### config.mk
export PLATFORM = sky130hd
export DESIGN_NAME = sysctl_ports
export DESIGN_NICKNAME = d
export VERILOG_FILES = /design/src/rtl/sysctl_pkg.sv /design/src/rtl/sysctl_decode.sv /design/src/rtl/sysctl_regs.sv /design/src/rtl/sysctl_rdmux.sv /design/src/rtl/sysctl_ports.sv
export SDC_FILE = /design/constraint.sdc
export NUM_CORES = 1
export LEC_CHECK = 0
export ABC_CLOCK_PERIOD_IN_PS = 6600
export CELL_PAD_IN_SITES_DETAIL_PLACEMENT = 1
export CELL_PAD_IN_SITES_GLOBAL_PLACEMENT = 2
export CORE_MARGIN = 1.5
export CORE_UTILIZATION = 25
export DETAILED_ROUTE_END_ITERATION = 7
export PLACE_DENSITY_LB_ADDON = 0.1
export RECOVER_POWER = 25
export SETUP_SLACK_MARGIN = 0.1
export SLEW_MARGIN = 30
export SYNTH_ARGS = -nofsm -noshare
export SYNTH_HDL_FRONTEND = slang
export SYNTH_SLANG_ARGS = --single-unit
export TNS_END_PERCENT = 5
### constraint.sdc
create_clock -name clk -period 6.6 [get_ports clk]
set_input_delay 1.32 -clock clk [delete_from_list [all_inputs] [get_ports clk]]
set_output_delay 1.32 -clock clk [all_outputs]
set_load 0.03 [all_outputs]
### src/rtl/sysctl_pkg.sv
package sysctl_pkg;

  localparam int DATA_W = 8;

  typedef enum logic [3:0] {
    P_NONE,    // decoded space, unassigned
    P_CTL92,
    P_CPUID,
    P_FEAT,
    P_STAT,
    P_LAMP,
    P_EQUIP,
    P_LOCK1,
    P_LOCK2,
    P_KEY,
    P_SYSCTL,
    P_CACHE,
    P_MAP,
    P_OUT      // outside decoded space
  } port_e;

  localparam int unsigned A_CTL92  = 'h092;
  localparam int unsigned A_WIN_LO = 'h800;
  localparam int unsigned A_WIN_HI = 'h851;
  localparam int unsigned A_CPUID  = 'h800;
  localparam int unsigned A_FEAT   = 'h802;
  localparam int unsigned A_STAT   = 'h803;
  localparam int unsigned A_LAMP   = 'h808;
  localparam int unsigned A_EQUIP  = 'h80C;
  localparam int unsigned A_LOCK1  = 'h810;
  localparam int unsigned A_LOCK2  = 'h812;
  localparam int unsigned A_KEY    = 'h818;
  localparam int unsigned A_SYSCTL = 'h81C;
  localparam int unsigned A_CACHE  = 'h823;
  localparam int unsigned A_MAP    = 'h850;

endpackage

### src/rtl/sysctl_decode.sv
module sysctl_decode
  import sysctl_pkg::*;
#(
  parameter int ADDR_W = 16
) (
  input  logic [ADDR_W-1:0] addr,
  output port_e             port
);

  localparam int unsigned AW = ADDR_W;

  always_comb begin
    port = P_OUT;
    if (addr == AW'(A_CTL92)) begin
      port = P_CTL92;
    end else if (addr >= AW'(A_WIN_LO) && addr <= AW'(A_WIN_HI)) begin
      unique case (addr)
        AW'(A_CPUID):  port = P_CPUID;
        AW'(A_FEAT):   port = P_FEAT;
        AW'(A_STAT):   port = P_STAT;
        AW'(A_LAMP):   port = P_LAMP;
        AW'(A_EQUIP):  port = P_EQUIP;
        AW'(A_LOCK1):  port = P_LOCK1;
        AW'(A_LOCK2):  port = P_LOCK2;
        AW'(A_KEY):    port = P_KEY;
        AW'(A_SYSCTL): port = P_SYSCTL;
        AW'(A_CACHE):  port = P_CACHE;
        AW'(A_MAP):    port = P_MAP;
        default:       port = P_NONE;
      endcase
    end
  end

endmodule

### src/rtl/sysctl_regs.sv
module sysctl_regs
  import sysctl_pkg::*;
#(
  parameter int CTL_W  = 4,
  parameter int NBANK  = 2
) (
  input  logic              clk,
  input  logic              rst_n,
  input  logic              wr_en,
  input  port_e             port,
  input  logic [DATA_W-1:0] wdata,
  output logic              reset_req,
  output logic              le_mode,
  output logic              lamp_on,
  output logic [CTL_W-1:0]  sys_ctl,
  output logic              io_map_sparse,
  output logic [NBANK-1:0]  lock_pulse
);

  always_ff @(posedge clk) begin
    if (!rst_n) begin
      reset_req     <= 1'b0;
      le_mode       <= 1'b0;
      lamp_on       <= 1'b0;
      sys_ctl       <= '0;
      io_map_sparse <= 1'b0;
    end else if (wr_en) begin
      case (port)
        P_CTL92: begin
          reset_req <= wdata[0];
          le_mode   <= wdata[1];
        end
        P_LAMP:   lamp_on       <= wdata[0];
        P_SYSCTL: sys_ctl       <= wdata[CTL_W-1:0];
        P_MAP:    io_map_sparse <= wdata[0];
        default: ;
      endcase
    end
  end

  for (genvar b = 0; b < NBANK; b++) begin : g_lock
    localparam port_e BANK_PORT = (b == 0) ? P_LOCK1 : P_LOCK2;
    always_ff @(posedge clk) begin
      if (!rst_n) lock_pulse[b] <= 1'b0;
      else        lock_pulse[b] <= wr_en && (port == BANK_PORT);
    end
  end


  reset_req_cmd_chk: assert property (@(posedge clk) disable iff (!rst_n)
    (reset_req != $past(reset_req) || le_mode != $past(le_mode))
      |-> $past(wr_en && port == P_CTL92));


  sys_ctl_cmd_chk: assert property (@(posedge clk) disable iff (!rst_n)
    (sys_ctl != $past(sys_ctl)) |-> $past(wr_en && port == P_SYSCTL));


  lock_src_chk: assert property (@(posedge clk) disable iff (!rst_n)
    lock_pulse[0] |-> $past(wr_en && port == P_LOCK1));


  lock_excl_chk: assert property (@(posedge clk) disable iff (!rst_n)
    $onehot0(lock_pulse));

endmodule

### src/rtl/sysctl_rdmux.sv
module sysctl_rdmux
  import sysctl_pkg::*;
#(
  parameter int               CTL_W    = 4,
  parameter logic [DATA_W-1:0] B_CPUID = 8'hEF,
  parameter logic [DATA_W-1:0] B_FEAT  = 8'hAD,
  parameter logic [DATA_W-1:0] B_STAT  = 8'hE0,
  parameter logic [DATA_W-1:0] B_EQUIP = 8'h3C,
  parameter logic [DATA_W-1:0] B_EXTF  = 8'h39,
  parameter logic [DATA_W-1:0] B_KEY   = 8'h00,
  parameter logic [DATA_W-1:0] B_CACHE = 8'h03
) (
  input  logic              clk,
  input  logic              rst_n,
  input  logic              rd_en,
  input  port_e             port,
  input  logic [CTL_W-1:0]  sys_ctl,
  input  logic              io_map_sparse,
  output logic [DATA_W-1:0] rdata
);

  localparam int PAD_W = DATA_W - CTL_W;

  logic [DATA_W-1:0] sel_byte;

  always_comb begin
    unique case (port)
      P_CTL92:  sel_byte = '0;
      P_CPUID:  sel_byte = B_CPUID;
      P_FEAT:   sel_byte = B_FEAT;
      P_STAT:   sel_byte = B_STAT;
      P_EQUIP:  sel_byte = B_EQUIP;
      P_LOCK1:  sel_byte = B_EXTF;
      P_KEY:    sel_byte = B_KEY;
      P_CACHE:  sel_byte = B_CACHE;
      P_SYSCTL: sel_byte = {{PAD_W{1'b0}}, sys_ctl};
      P_MAP:    sel_byte = {{(DATA_W-1){1'b0}}, io_map_sparse};
      default:  sel_byte = '1;
    endcase
  end

  always_ff @(posedge clk) begin
    if (!rst_n)     rdata <= '0;
    else if (rd_en) rdata <= sel_byte;
  end


  unassigned_ff_chk: assert property (@(posedge clk) disable iff (!rst_n)
    (rd_en && port == P_NONE) |=> (rdata == 8'hFF));


  ctl92_zero_chk: assert property (@(posedge clk) disable iff (!rst_n)
    (rd_en && port == P_CTL92) |=> (rdata == 8'h00));


  rdata_hold_chk: assert property (@(posedge clk) disable iff (!rst_n)
    !rd_en |=> $stable(rdata));

endmodule

### src/rtl/sysctl_ports.sv
module sysctl_ports
  import sysctl_pkg::*;
#(
  parameter int          ADDR_W  = 16,
  parameter int          CTL_W   = 4,
  parameter logic [7:0]  B_CPUID = 8'hEF,
  parameter logic [7:0]  B_FEAT  = 8'hAD,
  parameter logic [7:0]  B_STAT  = 8'hE0,
  parameter logic [7:0]  B_EQUIP = 8'h3C,
  parameter logic [7:0]  B_EXTF  = 8'h39,
  parameter logic [7:0]  B_KEY   = 8'h00,
  parameter logic [7:0]  B_CACHE = 8'h03
) (
  input  logic              clk,
  input  logic              rst_n,
  input  logic              bus_sel,
  input  logic              bus_wr,
  input  logic [ADDR_W-1:0] bus_addr,
  input  logic [7:0]        bus_wdata,
  output logic [7:0]        bus_rdata,
  output logic              reset_req,
  output logic              le_mode,
  output logic              lamp_on,
  output logic [CTL_W-1:0]  sys_ctl,
  output logic              io_map_sparse,
  output logic [1:0]        lock_pulse
);

  localparam int NBANK = 2;

  port_e port;
  logic  hit, wr_en, rd_en;

  sysctl_decode #(.ADDR_W(ADDR_W)) u_dec (
    .addr (bus_addr),
    .port (port)
  );

  assign hit   = bus_sel && (port != P_OUT);
  assign wr_en = hit && bus_wr;
  assign rd_en = hit && !bus_wr;

  sysctl_regs #(.CTL_W(CTL_W), .NBANK(NBANK)) u_regs (
    .clk           (clk),
    .rst_n         (rst_n),
    .wr_en         (wr_en),
    .port          (port),
    .wdata         (bus_wdata),
    .reset_req     (reset_req),
    .le_mode       (le_mode),
    .lamp_on       (lamp_on),
    .sys_ctl       (sys_ctl),
    .io_map_sparse (io_map_sparse),
    .lock_pulse    (lock_pulse)
  );

  sysctl_rdmux #(
    .CTL_W(CTL_W), .B_CPUID(B_CPUID), .B_FEAT(B_FEAT), .B_STAT(B_STAT),
    .B_EQUIP(B_EQUIP), .B_EXTF(B_EXTF), .B_KEY(B_KEY), .B_CACHE(B_CACHE)
  ) u_rd (
    .clk           (clk),
    .rst_n         (rst_n),
    .rd_en         (rd_en),
    .port          (port),
    .sys_ctl       (sys_ctl),
    .io_map_sparse (io_map_sparse),
    .rdata         (bus_rdata)
  );


  map_cmd_chk: assert property (@(posedge clk) disable iff (!rst_n)
    (io_map_sparse != $past(io_map_sparse))
      |-> $past(bus_sel && bus_wr && bus_addr == ADDR_W'('h850)));

endmodule

==> results of run 1 <==
-- cells by family after synthesis --
kind of cell              after synthesis
xor gates and xnor gates                2
DFF                                    18
buffers and inverters                   9
muxes                                   8
and+or+nand+nor                        70
AOI/OAI and AO/OA                      38
-- worst min-delay path, cell delays in order, from the launching register on --
cell      delay, ns
dfxtp_1        0.33
nand2_1        0.05
a21boi_0       0.06
-- power by group --
| part | switching (mW) | internal (mW) | leakage [nW] |
|---|---|---|---|
| clock | 0.0408 | 0.0531 | 0.0288 |
| combinational | 0.0151 | 0.0174 | 0.381 |
| sequential | 0.0000205 | 0.109 | 0.145 |
-- placed cells by master, fill, tap and decap left out, types with 2 or more instances in the layout --
cell,n
nor3_1,4
a22o_1,2
nor3b_1,2
and3_1,2
nor2_1,11
mux2i_1,8
nand2b_1,3
clkdlybuf4s50_1,32
a21oi_1,9
nand4_1,3
or3_1,2
o21a_1,2
or4b_2,2
a31oi_1,2
inv_1,3
dlygate4sd3_1,9
nor4_1,3
nand3_1,7
nor2b_1,10
dfxtp_1,18
o21ai_0,10
nand2_1,10
clkbuf_8,4
nand3b_1,2
o31a_1,2
-- metrics by stage --
step / utilization, % / instance area [µm²] / worst slack [ns] / hold slack [ns]
floorplan: - / 1156 / 3.094 / 0.5948
global placement: 36.45 / 1609 / 2.284 / 0.4816
detailed placement: 36.45 / 1609 / 2.319 / 0.4855
CTS: 37.70 / 1664 / 2.533 / 0.4996
global route: 37.84 / 1670 / 2.469 / 0.5423
finish: 37.84 / 1670 / 2.724 / 0.4938
-- worst max path at each step --
stage            startpoint                    endpoint  slack (ns)  depth (start not counted)
3_5_place_dp    bus_addr[7]  u_rd.rdata[1]$_SDFFE_PN0P_        2.32                          8
5_1_grt        bus_addr[15]  u_rd.rdata[2]$_SDFFE_PN0P_        2.47                          8
6_report       bus_addr[11]  u_rd.rdata[5]$_SDFFE_PN0P_        2.72                          8
2_1_floorplan  bus_addr[12]  u_rd.rdata[1]$_SDFFE_PN0P_        3.09                          7
3_3_place_gp    bus_addr[7]  u_rd.rdata[1]$_SDFFE_PN0P_        2.28                          8
4_1_cts         bus_addr[7]  u_rd.rdata[1]$_SDFFE_PN0P_        2.53                          8
-- registers in the layout, summed over array words and instances (netlist names) --
name and count:
u_regs.reset_req 1, u_regs.lamp_on 1, u_rd.rdata 8, u_regs.sys_ctl 4
u_regs.le_mode 1, u_regs.io_map_sparse 1, u_regs.lock_pulse 2
-- layout make-up --
type / instances / area (µm²)
Inverter: 3 / 11.26
Tap cell: 52 / 65.06
Clock buffer: 4 / 55.05
Timing Repair Buffer: 41 / 410.4
Multi-Input combinational cell: 118 / 768.2
Fill cell: 533 / 2744
Sequential cell: 18 / 360.3
-- metal layers --
| layer | part of all wire (%) | GRT usage (%) | up-vias |
|---|---|---|---|
| li1 | - | - | 619 |
| met1 | 48 | 20.05 | 625 |
| met2 | 45 | 24.40 | 36 |
| met3 | 5.6 | 3.989 | 4 |
| met4 | 1.1 | 4.612 | 0 |
| met5 | 0 | 0 | - |
==> impl_metrics.tcl, run 1 <==
set metrics [dict create \
    status "finished clean" \
    async_flop_share_pct 0 \
    rr_startpoint "u_regs.io_map_sparse$_SDFFE_PN0P_" \
    drt_first_pass_iters 4 \
    ys_warn_count 0 \
    nets 213 \
    grt_start_max_net_pins 18 \
    grt_antenna_before_repair 0 \
    viasPerCell 5.441 \
    ys.flop_type "dfxtp_1" \
    synth_top_family_by_area "simple AND/OR/NAND/NOR gates" \
    worstMarginPinSlew_ns 0.6354 \
    cts_hold_buf 0 \
    cts_tree "built" \
    numCtsBuffers 3 \
    worstPathMaxFanout 9 \
    setup_viol 0 \
    drc 0 \
    synthAdderAreaFrac_pct 0 \
    ys_seq_elements 18 \
    antenna_cells 0 \
    track_usage_pct 15.21 \
    fin_total_pwr_mw 0.2349 \
    drive_above_1_share_pct 7.065 \
    drtAntennaViolNets 0 \
    synth_xor_area_share_pct 1.515 \
    reg2reg_depth 3 \
    min_path_type "reg -> reg" \
    critPathLaunchType "input port" \
    synth_top_area_share_pct 31.17 \
    finalSetupTns_ns 0 \
    critPathKind "in -> reg" \
    rsz0062_at_grt "no" \
    ys_seq_area_share_pct 31.17 \
    grt_pass1_wl_um 6161 \
    power.density_nw_per_um2 140.6 \
    via_count 1284 \
    slowest_stage "or4b_2" \
    synth_nets 173 \
    path_delay_family "compound AO/OA/AOI/OAI gates" \
    netlist_area_um2 1156 \
    syn_to_final_growth_pct 44.48 \
    end_kind "flop" \
    yosys.cell_count.top_type "dfxtp_1" \
    root_buffer "clkbuf_8" \
    final.min_clock_period_ns 3.876 \
    first_global_vias 1254 \
    synth_compound_area_share_pct 22.19 \
    path_cells "clkdlybuf4s50_1, or4b_2, nor2_2, o21ai_0, o31a_1, a31oi_1, o21ai_0, a21oi_1" \
    routed_wl_um 3677 \
    critPathBufInv 1 \
    clkLatencyLatePin_ns 0.26 \
    yosys.area.top_type "dfxtp_1" \
    die_area_um2 5042 \
    htreeDepth 1 \
    fp-row-count 24 \
    clock_path_buffers 2 \
    report.final.slew_viol_count 0 \
    crit_arrival_ns 4.06 \
    max_stage_delay_ns 0.63 \
    clk_pin_slew_worst_paths_ns 0.08 \
    netlist_instances 145 \
    final_cell_count_no_fill 236 \
    port_buffers 41 \
    die_w_um 71.01 \
    synth_edf_count 0 \
    ys_types 44 \
    min_to "u_regs.io_map_sparse$_SDFFE_PN0P_" \
    skew_ns 0.002622 \
    clock_sinks 18 \
    reg2reg_slack_ns 5.60 \
    avgSynthCellArea_um2 7.973 \
    post-cts-setup-buffers 0 \
    cpMostUsedCell "o21ai_0" \
    netlist_top_cells_count "dfxtp_1, nor2_1, nand2_1, nor2b_1, o21ai_0" \
    drt_iter0_drc 50 \
    cts_resized 0 \
    placed_cells 232 \
    hold_viol 0 \
    synth_area_leaders "dfxtp_1, mux2i_1, nor2b_1" \
    crit_required_ns 6.79 \
    fmax_mhz 258.0 \
    grt_overflow_total 0 \
    die_h_um 71.01 \
    synthSimpleGateAreaFrac_pct 35.28 \
    total_leakage_power_nw 0.5542 \
    hold_depth 2 \
    top_level_ports 46 \
    reg2reg_to "u_rd.rdata[0]$_SDFFE_PN0P_" \
    max-slew-margin-rel_pct 57.44 \
    wl_per_cell_um 15.58 \
    fin_crit_sh_pct 58.72 \
    cap_violations 0 \
    synthMuxAreaShare_pct 6.926 \
    core_area_um2 4414 \
    initial_core_util_pct 26.19 \
    hpwl_um 2828 \
    min_from "u_regs.io_map_sparse$_SDFFE_PN0P_" \
    gp_congestion 0.7759 \
    ir_drop_uv 61.14 \
]
Power figures use the tool's default switching activity.
==> inputs of run 2 (changes only) <==
--- a/config.mk
+++ b/config.mk
@@ -5,11 +5,11 @@
 export SDC_FILE = /design/constraint.sdc
 export NUM_CORES = 1
 export LEC_CHECK = 0
-export ABC_CLOCK_PERIOD_IN_PS = 6600
+export ABC_CLOCK_PERIOD_IN_PS = 3600
 export CELL_PAD_IN_SITES_DETAIL_PLACEMENT = 1
 export CELL_PAD_IN_SITES_GLOBAL_PLACEMENT = 2
 export CORE_MARGIN = 1.5
-export CORE_UTILIZATION = 25
+export CORE_UTILIZATION = 23
 export DETAILED_ROUTE_END_ITERATION = 7
 export PLACE_DENSITY_LB_ADDON = 0.1
 export RECOVER_POWER = 25
==> constraint.sdc (replaced) <==
create_clock -name clk -period 3.6 [get_ports clk]
set_input_delay 0.72 -clock clk [delete_from_list [all_inputs] [get_ports clk]]
set_output_delay 0.72 -clock clk [all_outputs]
set_load 0.03 [all_outputs]
==> run 2 against run 1 <==
  * Count of clock-buffer cells in the layout shrank 1
  * Via count shrank 3.3%
  * Register-to-register slack lost 3.0 ns
  * Cell count grew 8.5%
  * Combinational power grew 90%
  * Core utilization shrank 2.0 points
  * Largest cell class unchanged
  * Largest power group unchanged
==> impl_metrics.tcl, run 2 (same netlist as run 1, synthesis figures left out) <==
set metrics [dict create \
    status "finished clean" \
    clk_pin_slew_worst_paths_ns 0.07 \
    cts_tree "built" \
    ir_drop_uv 124.9 \
    rsz0062_at_grt "no" \
    layout_common_cells "clkdlybuf4s50_1, dfxtp_1, nor2_1" \
    critPathLaunchType "input port" \
    hold_depth 2 \
    post-cts-setup-buffers 0 \
    cts_resized 0 \
    viasPerCell 4.848 \
    fmax_mhz 309.1 \
    min_to "u_regs.io_map_sparse$_SDFFE_PN0P_" \
    rr_startpoint "u_regs.io_map_sparse$_SDFFE_PN0P_" \
    drc 0 \
    port_buffers 41 \
    htreeDepth 1 \
    hpwl_um 3040 \
    syn_to_final_growth_pct 48.27 \
    min_from "u_regs.io_map_sparse$_SDFFE_PN0P_" \
    grt_antenna_before_repair 0 \
    fin_total_pwr_mw 0.4038 \
    core_area_um2 4786 \
    reg_top3 "u_rd.rdata: 8 flops, u_regs.sys_ctl: 4 flops, u_regs.lock_pulse: 2 flops" \
    regMostFlops "u_rd.rdata" \
    top_level_ports 46 \
    drive_above_1_share_pct 8.995 \
    clock_sinks 18 \
    initial_core_util_pct 24.16 \
    fp-row-count 25 \
    nets 219 \
    die_h_um 73.90 \
    drt_iter0_drc 66 \
    report.final.slew_viol_count 0 \
    grt_start_max_net_pins 18 \
    worstMarginPinSlew_ns 0.6124 \
    track_usage_pct 15.17 \
    numCtsBuffers 3 \
    die_w_um 73.90 \
    grt_overflow_total 0 \
    max-slew-margin-rel_pct 58.80 \
    end_kind "flop" \
    via_count 1241 \
    reg2reg_to "u_rd.rdata[0]$_SDFFE_PN0P_" \
    grt_pass1_wl_um 6403 \
    whs_ns 0.5110 \
    wl_per_cell_um 14.59 \
    cts_hold_buf 0 \
    final.min_clock_period_ns 3.236 \
    critPathKind "in -> reg" \
    hold_viol 0 \
    skew_ns 0.008167 \
    routed_wl_um 3734 \
    gp_congestion 0.8446 \
    drt_first_pass_iters 4 \
    cap_violations 0 \
    drtAntennaViolNets 0 \
    layout_commonest_cell "clkdlybuf4s50_1" \
    crit_required_ns 3.73 \
    crit_arrival_ns 3.36 \
    largest_register_ffs 8 \
    antenna_cells 0 \
    worstPathMaxFanout 4 \
    die_area_um2 5461 \
    post-route-util_pct 35.82 \
    first_global_vias 1313 \
    clock_path_buffers 2 \
    fin_crit_sh_pct 89.88 \
    finalSetupTns_ns 0 \
    clkLatencyLatePin_ns 0.26 \
    reg2reg_slack_ns 2.59 \
    root_buffer "clkbuf_8" \
    reg2reg_depth 3 \
    setup_viol 0 \
    power.density_nw_per_um2 235.6 \
    total_leakage_power_nw 0.5769 \
    min_path_type "reg -> reg" \
]
[run 2: how the worst max path moves through the flow]
stage / from / end / cells past startpoint
floorplan: bus_addr[12] / u_rd.rdata[1]$_SDFFE_PN0P_ / 7
CTS: bus_addr[12] / u_rd.rdata[1]$_SDFFE_PN0P_ / 8
detailed placement: bus_addr[12] / u_rd.rdata[1]$_SDFFE_PN0P_ / 8
global placement: bus_addr[12] / u_rd.rdata[0]$_SDFFE_PN0P_ / 8
finish: bus_addr[12] / u_rd.rdata[1]$_SDFFE_PN0P_ / 8
global route: bus_addr[11] / u_rd.rdata[1]$_SDFFE_PN0P_ / 8
[run 2: worst max-delay path: stages]
cell and delay [ns]:
clkdlybuf4s50_1 0.40, or4_4 0.55, or4_1 0.44, or3_4 0.43, o21ai_2 0.13, xor2_1 0.13
a221oi_1 0.44, a21oi_1 0.13
[run 2: metal layers]
metal	wire [µm]	track usage, %	share of wire [%]	up-vias
met3	164	3.155	4.4	6
met1	1774	21.24	48	573
met5	0	0	0	-
met2	1745	23.12	47	31
li1	-	-	-	631
met4	51	4.938	1.4	0
[run 2: metrics by stage]
| step | cells | area (µm²) | setup WS, ns |
|---|---|---|---|
| floorplan | 145 | 1156 | 0.6935 |
| global placement | 253 | 1673 | 0.1120 |
| detailed placement | 253 | 1673 | 0.07315 |
| CTS | 256 | 1714 | 0.3418 |
| global route | 256 | 1714 | 0.1966 |
| finish | 256 | 1714 | 0.3644 |
[run 2: layout make-up]
cell class / count / area (µm²)
fillers: 585 / 3072
multi-input cells: 118 / 762.0
repair buffers: 47 / 455.4
flip-flops and latches: 18 / 360.3
well taps: 67 / 83.83
clock buffers: 3 / 41.29
inverters: 3 / 11.26
[run 2: power by group]
part / internal (mW) / total (mW) / switching, mW
clock: 0.0745 / 0.143 / 0.0685
combinational: 0.0339 / 0.0616 / 0.0278
sequential: 0.199 / 0.199 / 0.0000362
